**config.mk**
```make
export PLATFORM = sky130hd
export DESIGN_NAME = step_atten_ctrl
export DESIGN_NICKNAME = d
export VERILOG_FILES = /design/src/rtl/atten_pkg.sv /design/src/rtl/atten_sync_bank.sv /design/src/rtl/atten_ser_shift.sv /design/src/rtl/atten_code_reg.sv /design/src/rtl/step_atten_ctrl.sv
export SDC_FILE = /design/constraint.sdc
export NUM_CORES = 1
export LEC_CHECK = 0
export ABC_AREA = 0
export BUFFER_PORTS_ARGS = -buffer_cell sky130_fd_sc_hd__buf_2
export CAP_MARGIN = 10
export CORE_ASPECT_RATIO = 1.4
export CORE_UTILIZATION = 55
export CTS_CLUSTER_DIAMETER = 80
export DETAILED_ROUTE_END_ITERATION = 6
export GPL_TIMING_DRIVEN = 0
export PLACE_DENSITY = 0.77
export RECOVER_POWER = 50
export SLEW_MARGIN = 10
export SYNTH_ARGS = -nofsm -noshare
export SYNTH_HDL_FRONTEND = slang
export SYNTH_HIERARCHICAL = 1
export SYNTH_SLANG_ARGS = --single-unit
```
**constraint.sdc**
```tcl
create_clock -name clk_i -period 1.9 [get_ports clk_i]
set_input_delay 0.285 -clock clk_i [delete_from_list [all_inputs] [get_ports clk_i]]
set_output_delay 0.285 -clock clk_i [all_outputs]
set_load 0.03 [all_outputs]
```
**src/rtl/atten_pkg.sv**
```systemverilog
package atten_pkg;

   // Default width of the attenuation control word (half-dB units)
   parameter int unsigned ATT_CODE_W = 6;

   // Control pins that share one synchroniser bank
   typedef struct packed {
      logic ser_clk;
      logic ser_data;
      logic latch_en;
      logic mode_ser;
   } ctl_t;

   localparam int unsigned CTL_W = $bits(ctl_t);

   // Idle levels: strobe and mode float high, serial lines low
   localparam ctl_t CTL_IDLE = '{ser_clk: 1'b0, ser_data: 1'b0, latch_en: 1'b1, mode_ser: 1'b1};

endpackage

```
**src/rtl/atten_sync_bank.sv**
```systemverilog
module atten_sync_bank #(
   parameter int unsigned   W       = 4,
   parameter int unsigned   STAGES  = 2,
   parameter logic [W-1:0]  RST_VAL = '0
) (
   input  logic          clk_i,
   input  logic          rst_ni,
   input  logic [W-1:0]  d_i,
   output logic [W-1:0]  q_o
);

   if (STAGES < 2) begin : g_bad_stages
      $error("atten_sync_bank: STAGES must be at least 2");
   end
   if (W < 1) begin : g_bad_width
      $error("atten_sync_bank: W must be at least 1");
   end

   logic [W-1:0] stage_q [STAGES];

   for (genvar s = 0; s < STAGES; s++) begin : g_stage
      if (s == 0) begin : g_first
         always_ff @(posedge clk_i or negedge rst_ni) begin
            if (!rst_ni) stage_q[s] <= RST_VAL;
            else         stage_q[s] <= d_i;
         end
      end else begin : g_next
         always_ff @(posedge clk_i or negedge rst_ni) begin
            if (!rst_ni) stage_q[s] <= RST_VAL;
            else         stage_q[s] <= stage_q[s-1];
         end
      end
   end

   assign q_o = stage_q[STAGES-1];

endmodule

```
**src/rtl/atten_ser_shift.sv**
```systemverilog
module atten_ser_shift #(
   parameter int unsigned  W       = 6,
   parameter logic [W-1:0] RST_VAL = '1
) (
   input  logic          clk_i,
   input  logic          rst_ni,
   input  logic          ser_mode_i,
   input  logic          le_i,
   input  logic          sclk_i,
   input  logic          sdata_i,
   output logic [W-1:0]  shreg_o
);

   if (W < 2) begin : g_bad_width
      $error("atten_ser_shift: W must be at least 2");
   end

   logic          sclk_q;
   logic          sclk_rise;
   logic          shift_en;
   logic [W-1:0]  shreg_q;

   assign sclk_rise = sclk_i & ~sclk_q;
   assign shift_en  = ser_mode_i & ~le_i & sclk_rise;

   always_ff @(posedge clk_i or negedge rst_ni) begin
      if (!rst_ni) sclk_q <= 1'b0;
      else         sclk_q <= sclk_i;
   end

   always_ff @(posedge clk_i or negedge rst_ni) begin
      if (!rst_ni)       shreg_q <= RST_VAL;
      else if (shift_en) shreg_q <= {shreg_q[W-2:0], sdata_i};
   end

   assign shreg_o = shreg_q;

   // a high strobe freezes the shift register
   p_frozen_while_latched_r3: assert property (@(posedge clk_i) disable iff (!rst_ni)
      le_i |=> $stable(shreg_q));

   // parallel mode never disturbs the serial register
   p_idle_in_parallel_r9: assert property (@(posedge clk_i) disable iff (!rst_ni)
      !ser_mode_i |=> $stable(shreg_q));

endmodule

```
**src/rtl/atten_code_reg.sv**
```systemverilog
module atten_code_reg #(
   parameter int unsigned  W        = 6,
   parameter logic [W-1:0] RST_CODE = '1
) (
   input  logic          clk_i,
   input  logic          rst_ni,
   input  logic          ser_mode_i,
   input  logic          le_i,
   input  logic [W-1:0]  shreg_i,
   input  logic [W-1:0]  par_i,
   output logic [W-1:0]  code_o,
   output logic          updated_o
);

   logic          le_q;
   logic          le_rise;
   logic          load_en;
   logic [W-1:0]  load_val;
   logic [W-1:0]  code_q;
   logic          upd_q;

   assign le_rise = le_i & ~le_q;

   always_comb begin
      if (ser_mode_i) begin
         load_en  = le_rise;
         load_val = shreg_i;
      end else begin
         load_en  = le_i;
         load_val = par_i;
      end
   end

   always_ff @(posedge clk_i or negedge rst_ni) begin
      if (!rst_ni) le_q <= 1'b1;
      else         le_q <= le_i;
   end

   always_ff @(posedge clk_i or negedge rst_ni) begin
      if (!rst_ni) begin
         code_q <= RST_CODE;
         upd_q  <= 1'b0;
      end else begin
         upd_q <= load_en && (load_val != code_q);
         if (load_en) code_q <= load_val;
      end
   end

   assign code_o    = code_q;
   assign updated_o = upd_q;

   // serial commit takes the shift register
   p_serial_commit_r2: assert property (@(posedge clk_i) disable iff (!rst_ni)
      (ser_mode_i && le_i && !le_q) |=> (code_q == $past(shreg_i)));

   // transparent parallel path
   p_direct_follow_r4: assert property (@(posedge clk_i) disable iff (!rst_ni)
      (!ser_mode_i && le_i) |=> (code_q == $past(par_i)));

   // latched parallel path holds
   p_latched_hold_r5: assert property (@(posedge clk_i) disable iff (!rst_ni)
      (!ser_mode_i && !le_i) |=> $stable(code_q));

   // strobe marks every change and nothing else
   p_pulse_on_change_r8: assert property (@(posedge clk_i) disable iff (!rst_ni)
      (code_q != $past(code_q)) |-> upd_q);
   p_pulse_only_change_r8: assert property (@(posedge clk_i) disable iff (!rst_ni)
      upd_q |-> (code_q != $past(code_q)));

endmodule

```
**src/rtl/step_atten_ctrl.sv**
```systemverilog
module step_atten_ctrl #(
   parameter int unsigned CODE_W      = atten_pkg::ATT_CODE_W,
   parameter int unsigned SYNC_STAGES = 2
) (
   input  logic              clk_i,
   input  logic              rst_ni,
   input  logic              ser_clk_i,
   input  logic              ser_data_i,
   input  logic              latch_en_i,
   input  logic              mode_ser_i,
   input  logic [CODE_W-1:0] par_word_i,
   output logic [CODE_W-1:0] atten_code_o,
   output logic              code_updated_o
);

   import atten_pkg::*;

   localparam logic [CODE_W-1:0] MAX_CODE = '1;

   if (CODE_W < 2) begin : g_bad_code_w
      $error("step_atten_ctrl: CODE_W must be at least 2");
   end

   ctl_t              ctl_raw;
   ctl_t              ctl_s;
   logic [CTL_W-1:0]  ctl_s_vec;
   logic [CODE_W-1:0] par_s;
   logic [CODE_W-1:0] shreg;

   assign ctl_raw = '{ser_clk: ser_clk_i, ser_data: ser_data_i,
                      latch_en: latch_en_i, mode_ser: mode_ser_i};

   atten_sync_bank #(
      .W       (CTL_W),
      .STAGES  (SYNC_STAGES),
      .RST_VAL (CTL_IDLE)
   ) ctl_sync_i (
      .clk_i  (clk_i),
      .rst_ni (rst_ni),
      .d_i    (ctl_raw),
      .q_o    (ctl_s_vec)
   );
   assign ctl_s = ctl_t'(ctl_s_vec);

   atten_sync_bank #(
      .W       (CODE_W),
      .STAGES  (SYNC_STAGES),
      .RST_VAL ('0)
   ) par_sync_i (
      .clk_i  (clk_i),
      .rst_ni (rst_ni),
      .d_i    (par_word_i),
      .q_o    (par_s)
   );

   atten_ser_shift #(
      .W       (CODE_W),
      .RST_VAL (MAX_CODE)
   ) shift_i (
      .clk_i      (clk_i),
      .rst_ni     (rst_ni),
      .ser_mode_i (ctl_s.mode_ser),
      .le_i       (ctl_s.latch_en),
      .sclk_i     (ctl_s.ser_clk),
      .sdata_i    (ctl_s.ser_data),
      .shreg_o    (shreg)
   );

   atten_code_reg #(
      .W        (CODE_W),
      .RST_CODE (MAX_CODE)
   ) code_i (
      .clk_i      (clk_i),
      .rst_ni     (rst_ni),
      .ser_mode_i (ctl_s.mode_ser),
      .le_i       (ctl_s.latch_en),
      .shreg_i    (shreg),
      .par_i      (par_s),
      .code_o     (atten_code_o),
      .updated_o  (code_updated_o)
   );

   // reset value is maximum attenuation with no strobe
   p_reset_max_r1: assert property (@(posedge clk_i)
      !rst_ni |=> (atten_code_o == MAX_CODE && !code_updated_o));

   // a mode change alone never moves the code
   p_mode_switch_r7: assert property (@(posedge clk_i) disable iff (!rst_ni)
      ($rose(ctl_s.mode_ser) && !ctl_s.latch_en) |=> $stable(atten_code_o));

endmodule

```
==> run metrics <==
outcome=finished, violations left; violated checks=capacitance limit, slew limit; Inserted Clock Buffers=5; FF/Latch Area=~900 sq um; Buffers & Inverters on Critical Path=2; cts hold-fix bufs=0; Hold WS=55.17 ps; Worst Max-Slew Pin Slew=approximately 1700 ps; Clock transition at path regs=approximately 100 ps; nets=130; wire per inst=between 10 and 15 um; Layout Area Growth over Synthesis=12.18%; worst setup path start=ctl_sync_i/q_o[1]; num rows=21; Arrival @ worst endpoint=between 1500 and 2000 ps; Slew headroom=-16.53%; DRT iter0 DRCs=16; final core occ=around two thirds; RePlAce Congestion=0.8531; Mapped Cells=93; Final Max Tran Viols=36; Die Span X=44.13 um; GRT Resource Usage Total=18.15%; synth unique cells=17; Leakage=~0.00069 uW; num ports=19; post-layout minimum cycle time=around 1600 ps; Hold Crit Start=par_word_i[3]; number of synthesized register bits=35; CP max stage cell=dfstp_2; CTS tree=built; Cell Area, Synth=~0.0014 sq mm; number of global-route vias before repair=between 700 and 800; layout cells sized above 1=around 50%; DRC viols=0; ANT nets after route=0; fmax=approximately 630 MHz; clk root buf=clkbuf_4; RSZ-0062 raised after global routing=no; Fill cells=178; HP Class=in2reg; setup_tns=0 ps; CP Class=reg2reg; final setup vio count=0; Die Area=roughly 0.0027 sq mm; initial antenna violation count=0; clock latency on the worst-skew pair=about 320 ps; Setup Fix Bufs, Post-CTS=0; CTS resizes=0; final cell count without fillers=approximately 140; clock sink count=35; average size of a mapped cell=around 15 sq um; Hold Vio Cnt, Final=0; crit end category=flip-flop; first-pass GRT wire length=between 3000 and 4000 um; Die H=between 60 and 70 um; DP Area=about 0.0015 sq mm; vias per std cell=5.486; first-pass iteration count of the detailed router=6; crit-path cells=buf_4 > clkbuf_1 > nand2_1 > o22ai_1 > a21oi_1; PD cells=around 1000 mW/mm^2; FF-to-FF Start=ctl_sync_i/q_o[1]; Design Area, Final=approximately 0.0015 sq mm; Peak VDD IR=between 600 and 700 uV; syn_nets=105; Core Area=0.002365 sq mm; Max Root-Sink Buffers=2; pin count of the biggest net entering global routing=36; ANT cells=0; post-DP HPWL=between 1000 and 1500 um; via count=about 780; CP required=between 2000 and 2500 ps; H-Tree Depth=2; initial core utilization=just under 60%; Port Buffer Count=18; CP max FO=9; commonest non-fill, non-tap cell in the layout=dfrtp_1; Yosys warnings=6; final wirelength=between 2000 and 2500 um; CP peak stage delay=approximately 520 ps; sequential cell area fraction in the yosys report=roughly two thirds; Max Cap Viol=1; clock skew=11.05 ps; dpl cells=around 130; commonest cells after routing, fill and taps aside=18 x dfrtp_1, 17 x dfstp_2, 17 x buf_2; Crit path max-delay family=flip-flops; Tcrit/Tclk final=83.54%; startpoint types=flip-flop; GRT overflow=0; footprint of the multi-input gates=about 360 sq um
==> final cells by class <==
class / count / share of cell area, %
clock buffer: 8 / 3.184
tap: 23 / 1.878
sequential: 35 / 58.53
buffer: 14 / 7.102
multi-input combinational: 43 / 23.27
timing repair buffer: 18 / 5.796
inverter: 1 / 0.2449
==> logic make-up after synthesis <==
kind of cell / after synthesis / share of synthesized area [%]
xor+xnor: 6 / 3.846
buf+inv: 15 / 8.241
compound gates: 19 / 8.150
mux: 12 / 10.99
simple gates: 6 / 3.113
flops: 35 / 65.66
==> path summary, 6_finish.rpt <==
path / end / slack [ps] / cells after the start
min in group asynchronous: par_sync_i/q_o[4] / 410 / 1
min: par_sync_i/stage_q[9] / 60 / 1
max: code_i/code_o[1] / 310 / 5
min reg2reg: par_sync_i/q_o[5] / 340 / 0
max reg2reg: code_i/code_o[1] / 310 / 5
max in group asynchronous: par_sync_i/stage_q[6] / 470 / 1
==> Yosys cell counts <==
| cell type | count | share of area [%] |
|---|---|---|
| nand2b_1 | 1 | 0.46 |
| a31oi_1 | 1 | 0.46 |
| and4bb_1 | 1 | 0.92 |
| dfstp_2 | 17 | 33 |
| nor4_2 | 1 | 0.92 |
| inv_1 | 1 | 0.27 |
| nand2_1 | 3 | 0.82 |
| a21oi_1 | 6 | 2.2 |
| mux2i_1 | 6 | 4.4 |
| buf_4 | 11 | 6.0 |
| o22ai_1 | 12 | 5.5 |
| xnor2_1 | 4 | 2.6 |
| buf_6 | 2 | 1.6 |
| dfrtp_1 | 18 | 33 |
| xor2_1 | 2 | 1.3 |
| clkbuf_1 | 1 | 0.27 |
| mux2_4 | 6 | 6.6 |
==> layer usage <==
metal	global-route usage (%)	wire length, um
met1	19.44	855
met2	30.25	1099
met3	7.440	80
met4	9.957	33
met5	0	0
==> worst register-to-register path: stages, from the launching register on <==
cell,delay (ps)
dfstp_2,520
buf_4,100
clkbuf_1,330
nand2_1,270
o22ai_1,210
a21oi_1,100
==> state kept, by name (all words and copies together) (netlist names) <==
name and flops:
shift_i/sclk_q 1, shift_i/shreg_o 6, par_sync_i/stage_q 6, code_i/le_q 1
ctl_sync_i/stage_q 4, ctl_sync_i/q_o 4, par_sync_i/q_o 6, code_i/updated_o 1
code_i/code_o 6
==> stage by stage <==
step / setup slack, ps / total power [uW]
4_1_cts: 325.8 / 1621
3_5_place_dp: 342.2 / 1253
2_1_floorplan: 440.2 / 1167
3_3_place_gp: 347.2 / 1239
5_1_grt: 136.3 / 1680
6_report: 312.8 / 1601
==> report_power, final <==
part           internal (uW)  switching (uW)  leakage [uW]  total [uW]
clock network            147             209     0.0000265         357
registers                873            76.5      0.000389         949
logic                    152             144      0.000276         295
Power figures use the tool's default switching activity.
